[src/rtl/copro_mul_pkg.sv]
package copro_mul_pkg;

  localparam logic [6:0] OPC_REG_OP = 7'b0110011;
  localparam logic [6:0] F7_MULDIV  = 7'b0000001;

  typedef struct packed {
    logic load;
    logic step;
    logic signA;
    logic signB;
    logic takeHigh;
  } mulStrobe_t;

  typedef enum logic [1:0] {
    ST_IDLE = 2'd0,
    ST_RUN  = 2'd1,
    ST_DONE = 2'd2
  } mulState_t;

endpackage

[src/rtl/copro_mul_ctrl.sv]
module copro_mul_ctrl
  import copro_mul_pkg::*;
#(
  parameter int XLEN = 32
) (
  input  logic        clk,
  input  logic        rstN,
  input  logic        reqValid,
  input  logic [31:0] reqInsn,
  output mulStrobe_t  strobe,
  output logic        busyWait,
  output logic        doneReady
);

  localparam int LO_STEPS = XLEN;
  localparam int HI_STEPS = 2 * XLEN;
  localparam int CNT_W    = $clog2(HI_STEPS);
  localparam logic [CNT_W-1:0] LO_LAST = CNT_W'(LO_STEPS - 1);
  localparam logic [CNT_W-1:0] HI_LAST = CNT_W'(HI_STEPS - 1);

  mulState_t        state;
  logic [CNT_W-1:0] stepCnt;
  logic [CNT_W-1:0] lastIdx;
  logic             hit;
  logic [1:0]       func;
  logic             isHigh;

  // decode of the offered instruction word
  assign func   = reqInsn[13:12];
  assign hit    = (reqInsn[6:0] == OPC_REG_OP) && (reqInsn[31:25] == F7_MULDIV) && !reqInsn[14];
  assign isHigh = (func != 2'b00);

  always_comb begin
    strobe.load     = (state == ST_IDLE) && reqValid && hit;
    strobe.step     = (state == ST_RUN) && reqValid;
    strobe.signA    = (func == 2'b01) || (func == 2'b10);
    strobe.signB    = (func == 2'b01);
    strobe.takeHigh = isHigh;
  end

  always_ff @(posedge clk) begin
    if (!rstN) begin
      state   <= ST_IDLE;
      stepCnt <= '0;
      lastIdx <= '0;
    end else begin
      unique case (state)
        ST_IDLE: begin
          if (reqValid && hit) begin
            state   <= ST_RUN;
            stepCnt <= '0;
            lastIdx <= isHigh ? HI_LAST : LO_LAST;
          end
        end
        ST_RUN: begin
          if (!reqValid) begin
            state <= ST_IDLE;
          end else if (stepCnt == lastIdx) begin
            state <= ST_DONE;
          end else begin
            stepCnt <= stepCnt + 1'b1;
          end
        end
        default: state <= ST_IDLE;
      endcase
    end
  end

  assign busyWait  = (state == ST_RUN);
  assign doneReady = (state == ST_DONE);


  wait_start_chk: assert property (@(posedge clk) disable iff (!rstN)
    $rose(busyWait) |-> $past(reqValid && hit));


  ignore_chk: assert property (@(posedge clk) disable iff (!rstN)
    (reqValid && !hit && !busyWait && !doneReady) |=> !busyWait);


  ready_pulse_chk: assert property (@(posedge clk) disable iff (!rstN)
    doneReady |=> !doneReady);


  ready_after_wait_chk: assert property (@(posedge clk) disable iff (!rstN)
    doneReady |-> $past(busyWait));


  abort_chk: assert property (@(posedge clk) disable iff (!rstN)
    (busyWait && !reqValid) |=> (!busyWait && !doneReady));

endmodule

[src/rtl/copro_mul_dp.sv]
module copro_mul_dp
  import copro_mul_pkg::*;
#(
  parameter int XLEN = 32
) (
  input  logic            clk,
  input  logic            rstN,
  input  mulStrobe_t      strobe,
  input  logic [XLEN-1:0] opA,
  input  logic [XLEN-1:0] opB,
  output logic [XLEN-1:0] result
);

  localparam int WIDE = 2 * XLEN;

  logic [WIDE-1:0] acc;
  logic [WIDE-1:0] mcand;
  logic [WIDE-1:0] mplier;
  logic            hiSel;
  logic [WIDE-1:0] extA;
  logic [WIDE-1:0] extB;

  // widen each operand, with or without sign
  assign extA = {{XLEN{strobe.signA & opA[XLEN-1]}}, opA};
  assign extB = {{XLEN{strobe.signB & opB[XLEN-1]}}, opB};

  always_ff @(posedge clk) begin
    if (!rstN) begin
      acc    <= '0;
      mcand  <= '0;
      mplier <= '0;
      hiSel  <= 1'b0;
    end else if (strobe.load) begin
      acc    <= '0;
      mcand  <= extA;
      mplier <= extB;
      hiSel  <= strobe.takeHigh;
    end else if (strobe.step) begin
      if (mplier[0]) acc <= acc + mcand;
      mcand  <= mcand << 1;
      mplier <= mplier >> 1;
    end
  end

  assign result = hiSel ? acc[WIDE-1:XLEN] : acc[XLEN-1:0];

  // after loading, the accumulator starts its first step from zero
  acc_clear_chk: assert property (@(posedge clk) disable iff (!rstN)
    strobe.load |=> (acc == '0));

endmodule

[src/rtl/copro_mul.sv]
module copro_mul
  import copro_mul_pkg::*;
#(
  parameter int XLEN = 32
) (
  input  logic            clk,
  input  logic            rstN,
  input  logic            reqValid,
  input  logic [31:0]     reqInsn,
  input  logic [XLEN-1:0] reqOpA,
  input  logic [XLEN-1:0] reqOpB,
  output logic            rspWrite,
  output logic [XLEN-1:0] rspData,
  output logic            rspWait,
  output logic            rspReady
);

  mulStrobe_t      strobe;
  logic            busyWait;
  logic            doneReady;
  logic [XLEN-1:0] result;

  copro_mul_ctrl #(.XLEN(XLEN)) u_ctrl (
    .clk      (clk),
    .rstN     (rstN),
    .reqValid (reqValid),
    .reqInsn  (reqInsn),
    .strobe   (strobe),
    .busyWait (busyWait),
    .doneReady(doneReady)
  );

  copro_mul_dp #(.XLEN(XLEN)) u_dp (
    .clk   (clk),
    .rstN  (rstN),
    .strobe(strobe),
    .opA   (reqOpA),
    .opB   (reqOpB),
    .result(result)
  );

  assign rspWait  = busyWait;
  assign rspReady = doneReady;
  assign rspWrite = doneReady;
  assign rspData  = doneReady ? result : '0;

endmodule

[config.mk]
export PLATFORM = sky130hd
export DESIGN_NAME = copro_mul
export DESIGN_NICKNAME = d
export VERILOG_FILES = /design/src/rtl/copro_mul_pkg.sv /design/src/rtl/copro_mul_ctrl.sv /design/src/rtl/copro_mul_dp.sv /design/src/rtl/copro_mul.sv
export SDC_FILE = /design/constraint.sdc
export NUM_CORES = 1
export LEC_CHECK = 0
export BUFFER_PORTS_ARGS = -buffer_cell sky130_fd_sc_hd__buf_2
export CORE_MARGIN = 3
export CORE_UTILIZATION = 55
export CTS_BUF_LIST = sky130_fd_sc_hd__clkbuf_4 sky130_fd_sc_hd__clkbuf_8 sky130_fd_sc_hd__clkbuf_16
export DETAILED_ROUTE_END_ITERATION = 7
export HOLD_SLACK_MARGIN = 0.03
export MAX_ROUTING_LAYER = met4
export PLACE_DENSITY = 0.84
export SYNTH_ARGS = -nofsm -noshare
export SYNTH_HDL_FRONTEND = slang
export SYNTH_SLANG_ARGS = --single-unit
[constraint.sdc]
create_clock -name clk -period 7.3 [get_ports clk]
set_input_delay 1.095 -clock clk [delete_from_list [all_inputs] [get_ports clk]]
set_output_delay 1.095 -clock clk [all_outputs]
set_load 0.03 [all_outputs]
Yosys cells after proc, flatten, opt, wreduce, memory -nomap -nowiden
Index checks and enable logic that the tools add are counted.
{"block": "classes", "n_mul": 0, "n_bitwise": 3, "add_sub_neg": 2, "n_shift": 0, "n_div": 0, "muxes": 15, "reduce_logical": 17, "magnitude_cmp": 0, "n_eq_ne": 11}
{"operator": "2-to-1 mux 64 bit", "n": 4}
{"operator": "adder 64 bit", "n": 1}
{"operator": "2-to-1 mux 32 bit", "n": 2}
{"operator": "2-to-1 mux 6 bit", "n": 4}
{"operator": "case mux 6 bit (2 select lines)", "n": 1}
{"operator": "== test 7 x 1 -> 1 bit, second input constant", "n": 1}
{"operator": "== test 7 x 6 -> 1 bit, second input constant", "n": 1}
{"operator": "adder 6 x 1 -> 6 bit, second input constant", "n": 1}
{"operator": "== test 6 bit", "n": 1}
{"operator": "logical AND 1 bit", "n": 6}
{"operator": "2-to-1 mux 2 bit", "n": 3}
{"operator": "inequality test 2 bit, second input constant", "n": 3}
{"operator": "AND reduction 2 bit", "n": 3}
{"operator": "nonzero test 2 bit", "n": 3}
{"operator": "== test 2 x 1 -> 1 bit, second input constant", "n": 2}
{"operator": "== test 2 bit, second input constant", "n": 2}
{"operator": "case mux 2 bit (2 select lines)", "n": 1}
{"operator": "AND reduction 4 bit", "n": 1}
{"operator": "inequality test 3 x 2 -> 1 bit, second input constant", "n": 1}
{"operator": "bitwise AND 1 bit", "n": 2}
{"operator": "logical NOT 2 bit", "n": 1}
{"operator": "OR reduction 2 bit", "n": 1}
{"operator": "logical NOT 1 bit", "n": 1}
{"operator": "logical OR 1 bit", "n": 1}
{"operator": "inverter 1 bit", "n": 1}
{"block": "totals", "in_bits": 99, "mem_bits_ro": 0, "out_inout_bits": 35, "reg_bits": 207, "ram_bits": 0, "mem_count": 0, "latchBits": 0, "word_cells": 55}

Longest topological paths before layout
{"block": "depth", "word_depth": 6, "depth_mapped": 13, "depth_no_buf": 13}

By module
Synthesis repeated with hierarchy kept, for this count alone.
{"block": "unflattened", "cells_unflattened": 1590, "area_unflattened_um2": 12649.6}
{"mod": "copro_mul_dp", "area_each_um2": 11732.5, "seq_area_each_um2": 3863.7, "instances": 1, "cells_per_inst": 1478}
{"mod": "copro_mul_ctrl", "area_each_um2": 654.4, "seq_area_each_um2": 200.2, "instances": 1, "cells_per_inst": 76}
{"mod": "copro_mul", "area_each_um2": 262.8, "seq_area_each_um2": 0.0, "instances": 1, "cells_per_inst": 36}

Worst setup path after synthesis
No wires, ideal clock.
{"block": "synth_path", "kind": "in2reg", "from": "input reqInsn[6]", "to": "register u_ctrl.stepCnt[2]", "setup_ps": 128, "t_arrival_ps": 2753, "n_path_buf": 4, "stages": 8, "slack_ps": 4419, "required_ps": 7172, "cell_sequence": "nor4b_1 nand4_1 clkbuf_1 nand2_1 clkbuf_1 buf_1 clkbuf_1 nor2_1"}
{"block": "synth_via", "elab_chain_len": 6}
{"item": "from (decl)", "line_no": "copro_mul.sv:9", "rtl": "input logic [31:0] reqInsn,"}
{"item": "== test 7 x 6 -> 1 bit", "line_no": "copro_mul_ctrl.sv:30", "rtl": "assign hit = (reqInsn[6:0] == OPC_REG_OP) && (reqInsn[31:25] == F7_MULDIV) && !reqInsn[14];"}
{"item": "logical AND 1 bit (2 in a row)", "line_no": "copro_mul_ctrl.sv:30"}
{"item": "logical AND 1 bit", "line_no": "copro_mul_ctrl.sv:49", "rtl": "if (reqValid && hit) begin"}
{"item": "inequality test 2 bit (no line)"}
{"item": "AND reduction 4 bit (no line)"}
{"item": "to (signal assigned)", "line_no": "copro_mul_ctrl.sv:61", "rtl": "stepCnt <= stepCnt + 1'b1;"}
{"item": "to (decl)", "line_no": "copro_mul_ctrl.sv:22", "rtl": "logic [CNT_W-1:0] stepCnt;"}
Every way passes these cells.
A chain may end at the register's enable or synchronous reset.

Worst setup path after layout
{"block": "layout_path", "from": "input reqInsn[3]", "to": "register u_dp.mcand[38]"}
{"block": "layout_via", "elab_chain_len": 5, "word_cells_on_any_way": 6, "classes_between": "eq/ne (1); mux (1); reduce/logical (4)"}
{"item": "== test 7 x 6 -> 1 bit (*)", "line_no": "copro_mul_ctrl.sv:30"}
{"item": "logical AND 1 bit (*) (2 in a row)", "line_no": "copro_mul_ctrl.sv:30"}
{"item": "logical AND 1 bit (*)", "line_no": "copro_mul_ctrl.sv:34", "rtl": "strobe.load = (state == ST_IDLE) && reqValid && hit;"}
{"item": "2-to-1 mux 64 bit / nonzero test 2 bit (equally long branches)"}
{"item": "to (signal assigned)", "line_no": "copro_mul_dp.sv:35", "rtl": "mcand <= extA;"}
{"item": "to (signal assigned)", "line_no": "copro_mul_dp.sv:40", "rtl": "mcand <= mcand << 1;"}
{"item": "to (decl)", "line_no": "copro_mul_dp.sv:17", "rtl": "logic [WIDE-1:0] mcand;"}
Every way passes the cells marked *; elsewhere a longest branch is shown, timed or not.

==> metrics.md <==
| Metric | Value |
|---|---|
| Core Footprint | `21220 sq um` |
| Residual DRC count | `0` |
| Reg area | `4065 sq um` |
| Detailed Route Iter0 Violations | `931` |
| Gr ovfl total | `0` |
| CTS H-tree depth | `1` |
| Die ar. | `23570 sq um` |
| Cells along the critical path | `buf_2, nor4b_1, nand4_1, buf_4, nand2_2, buf_4, o21ai_0, a21oi_1` |
| Pre-antenna DRT Iters | `6` |
| Clock power frac | `50.3%` |
| Register bit total from synthesis | `203` |
| Synth cell types | `75` |
| Area growth from synthesis to layout | `11.76%` |
| Drt wl/cell | `18.00 microns` |
| Largest net degree at the start of global routing | `118` |
| Syn Inst Count | `1544` |
| Hold violation count in the final report | `0` |
| Top cells by area, synth | `dfxtp_1, nand2_1, a21oi_1` |
| Fmax | `256.7 MHz` |
| Relative slew slack | `24.52%` |
| Crit Path Max Fanout | `92` |
| Internal | `1.852 mW` |
| Hold Path Class | `register to register` |
| Design area | `13380 sq um` |
| CP Data Required Time | `7.73 ns` |
| Vias per cell | `6.141` |
| Drt total wl | `33.87 mm` |
| Largest area contributor in the netlist | `dfxtp_1` |
| Fin. max-slew vios | `0` |
| Final min period | `3.895 ns` |
| Vias in the first global route | `10870` |
| Fill cells | `1888` |
| Final period utilization | `53.35%` |
| IO Port Bufs | `118` |
| Worst VDD drop | `179.6 uV` |
| Height of the die | `153.5 microns` |
| Commonest register cell after synthesis | `dfxtp_1` |
| Worst-Margin Slew | `1.132 ns` |
| Layout cell share with drive strength beyond 1 | `12.88%` |
| GRT Util Overall | `28.50%` |
| Total setup buffers inserted after CTS | `0` |
| Yosys top cell area share | `33.95%` |
| Pwr per Cell Area | `175.0 nW/um^2` |
| Detailed Place HPWL | `23.36 mm` |
| Pre-CTS WS | `3.001 ns` |
| Syn_nets | `1710` |
| Worst path most repeated cell | `buf_4` |
| Synth async-reset ratio | `0%` |
| Initial core utilization | `56.41%` |
| Total number of vias | `11560` |
| Switching Power | `0.4900 mW` |
| CP arrival | `4.33 ns` |
| Max-cap violations | `0` |
| Gate power share | `2.4%` |
| Seq pwr share | `47.3%` |
| Ports | `134` |
| Clk_skew | `0.02262 ns` |
| Area of the multi-input gates | `7433 sq um` |
| First-pass GRT wire length | `55.40 mm` |
| Status | `complete, no violations` |
| Number of cells upsized or downsized after cts | `0` |
| Synthesized area per cell | `7.753 sq um` |
| Clk root buf | `clkbuf_16` |
| Clk slew on worst S/H paths | `0.06 ns` |
| Slowest cell on crit path | `nand4_1` |
| Rows | `53` |
| Post-CTS Hold Buffers | `0` |
| Placer congestion estimate | `0.9328` |
| Most frequent cells after synthesis | `nand2_1, dfxtp_1, a21oi_1, nor2_1, o21ai_0` |
| Number of diodes | `0` |
| Setup Viol. Count Final | `0` |
| TritonCTS Sinks | `203` |
| Bufs on Longest Clock Path | `3` |
| PnR Total Power | `2.342 mW` |
| Number of synthesized flops with an enable pin | `0` |
| PnR worst setup slack | `3.405 ns` |
| Fin nets | `1759` |
| Nature of the critical path startpoint | `input pin` |
| Setup_tns | `0 ns` |
| CTS tree | `done` |
| Post-Syn Area | `11970 sq um` |
| Synth warnings | `0` |
| CP peak stage delay | `0.87 ns` |
| Die Wd | `153.5 microns` |
| Sequential share of the synthesized area | `33.95%` |
| Placed Area | `12600 sq um` |
| Critical path class | `input pin to register` |
| Most frequent cell after synthesis | `nand2_1` |
| TritonCTS Buffers | `23` |
| CP endpoint kind | `register` |
| Util after Layout | `63.04%` |
| Sw Share | `20.93%` |
| Clock latency on the worst-skew pair | `0.53 ns` |
| Leak | `5.592 nW` |
| Initial antenna violation count | `0` |
| Routed Antenna Nets | `0` |
| Unrepaired setup endpoints after global routing | `false` |
## path summary, 6_finish.rpt
kind	from	endpoint	slack [ns]	cells past startpoint
setup / recovery	reqInsn[3]	u_dp.mcand[38]	3.41	8
hold / removal	u_dp.mplier[59]	u_dp.mplier[58]	0.45	2
setup reg to reg	u_ctrl.state[1]	u_dp.mcand[38]	3.97	7
hold reg to reg	u_dp.mplier[59]	u_dp.mplier[58]	0.45	2
## metrics by stage
step / hold slack [ns] / std cells
global placement: 0.4400 / 1843
finish: 0.4533 / 1882
CTS: 0.4533 / 1882
floorplan: 0.4313 / 1544
global route: 0.4613 / 1882
detailed placement: 0.4407 / 1843
## power groups by stage
| stage | Sequential, mW | Clock [mW] | Combinational (mW) |
|---|---|---|---|
| 2_1_floorplan | 1.13 | 0 | 0.0242 |
| 3_3_place_gp | 1.13 | 0 | 0.0536 |
| 3_5_place_dp | 1.13 | 0 | 0.0548 |
| 4_1_cts | 1.11 | 1.19 | 0.0555 |
| 5_1_grt | 1.11 | 1.24 | 0.0618 |
| 6_report | 1.11 | 1.18 | 0.0553 |
## metal layers
layer,track usage [%],part of all wire (%),vias to the layer above
met5,-,0,-
met4,8.495,3.3,0
met3,5.010,6.7,71
met2,45.29,46,386
met1,37.45,44,5448
li1,-,-,5652
## registers in the layout, indices dropped and copies added (netlist names)
name            cells
u_dp.acc           64
u_dp.mcand         64
u_dp.mplier        64
u_ctrl.stepCnt      6
u_ctrl.lastIdx      2
u_ctrl.state        2
u_dp.hiSel          1
## final cells by class
| class | instances | area share (%) |
|---|---|---|
| clock buffer | 34 | 5.107 |
| clock inverter | 5 | 0.6734 |
| inverter | 17 | 0.4770 |
| multi-input combinational | 1216 | 55.57 |
| sequential | 203 | 30.39 |
| tap | 275 | 2.572 |
| timing repair buffer | 132 | 5.219 |
## layout by cell type (no fill, tap or decap), types with 5 or more instances in the layout
master     instances
or3_1              8
nor2_1           131
dfxtp_1          202
a31oi_1           10
clkbuf_16         23
nor2b_1            8
a211oi_1          10
a21boi_0          33
o211ai_1           7
nand4_1           22
ha_1              66
o211a_1            7
a21oi_1          172
or2_2              5
nand3_1           41
and4_1             6
a21o_1            45
xor2_1            26
nor4_1             6
o21ai_0          105
and2_1            10
buf_4             15
nand2_1          248
nor3_1            19
xnor2_1           25
mux2i_1           37
o221ai_1          31
a22oi_1           29
buf_2            117
inv_1             17
nand3b_1           6
clkbuf_4           7
nand2b_1           5
and3_1            11
o21bai_1           9
o21a_1            14
## critical path, delay by kind of cell
| kind | cells | cell delay, ns |
|---|---|---|
| simple gates | 3 | 1.40 |
| buf+inv | 3 | 1.34 |
| compound gates | 2 | 0.42 |
## logic make-up after synthesis
family / share of synthesized area, %
AO/OA/AOI/OAI: 28.00
XOR/XNOR: 3.732
adder cells (fa/ha/maj): 7.066
buffers and inverters: 4.097
flip-flops: 33.95
multiplexers: 3.094
AND/OR/NAND/NOR: 20.06
No activity file was read; power rests on OpenSTA's default activity.
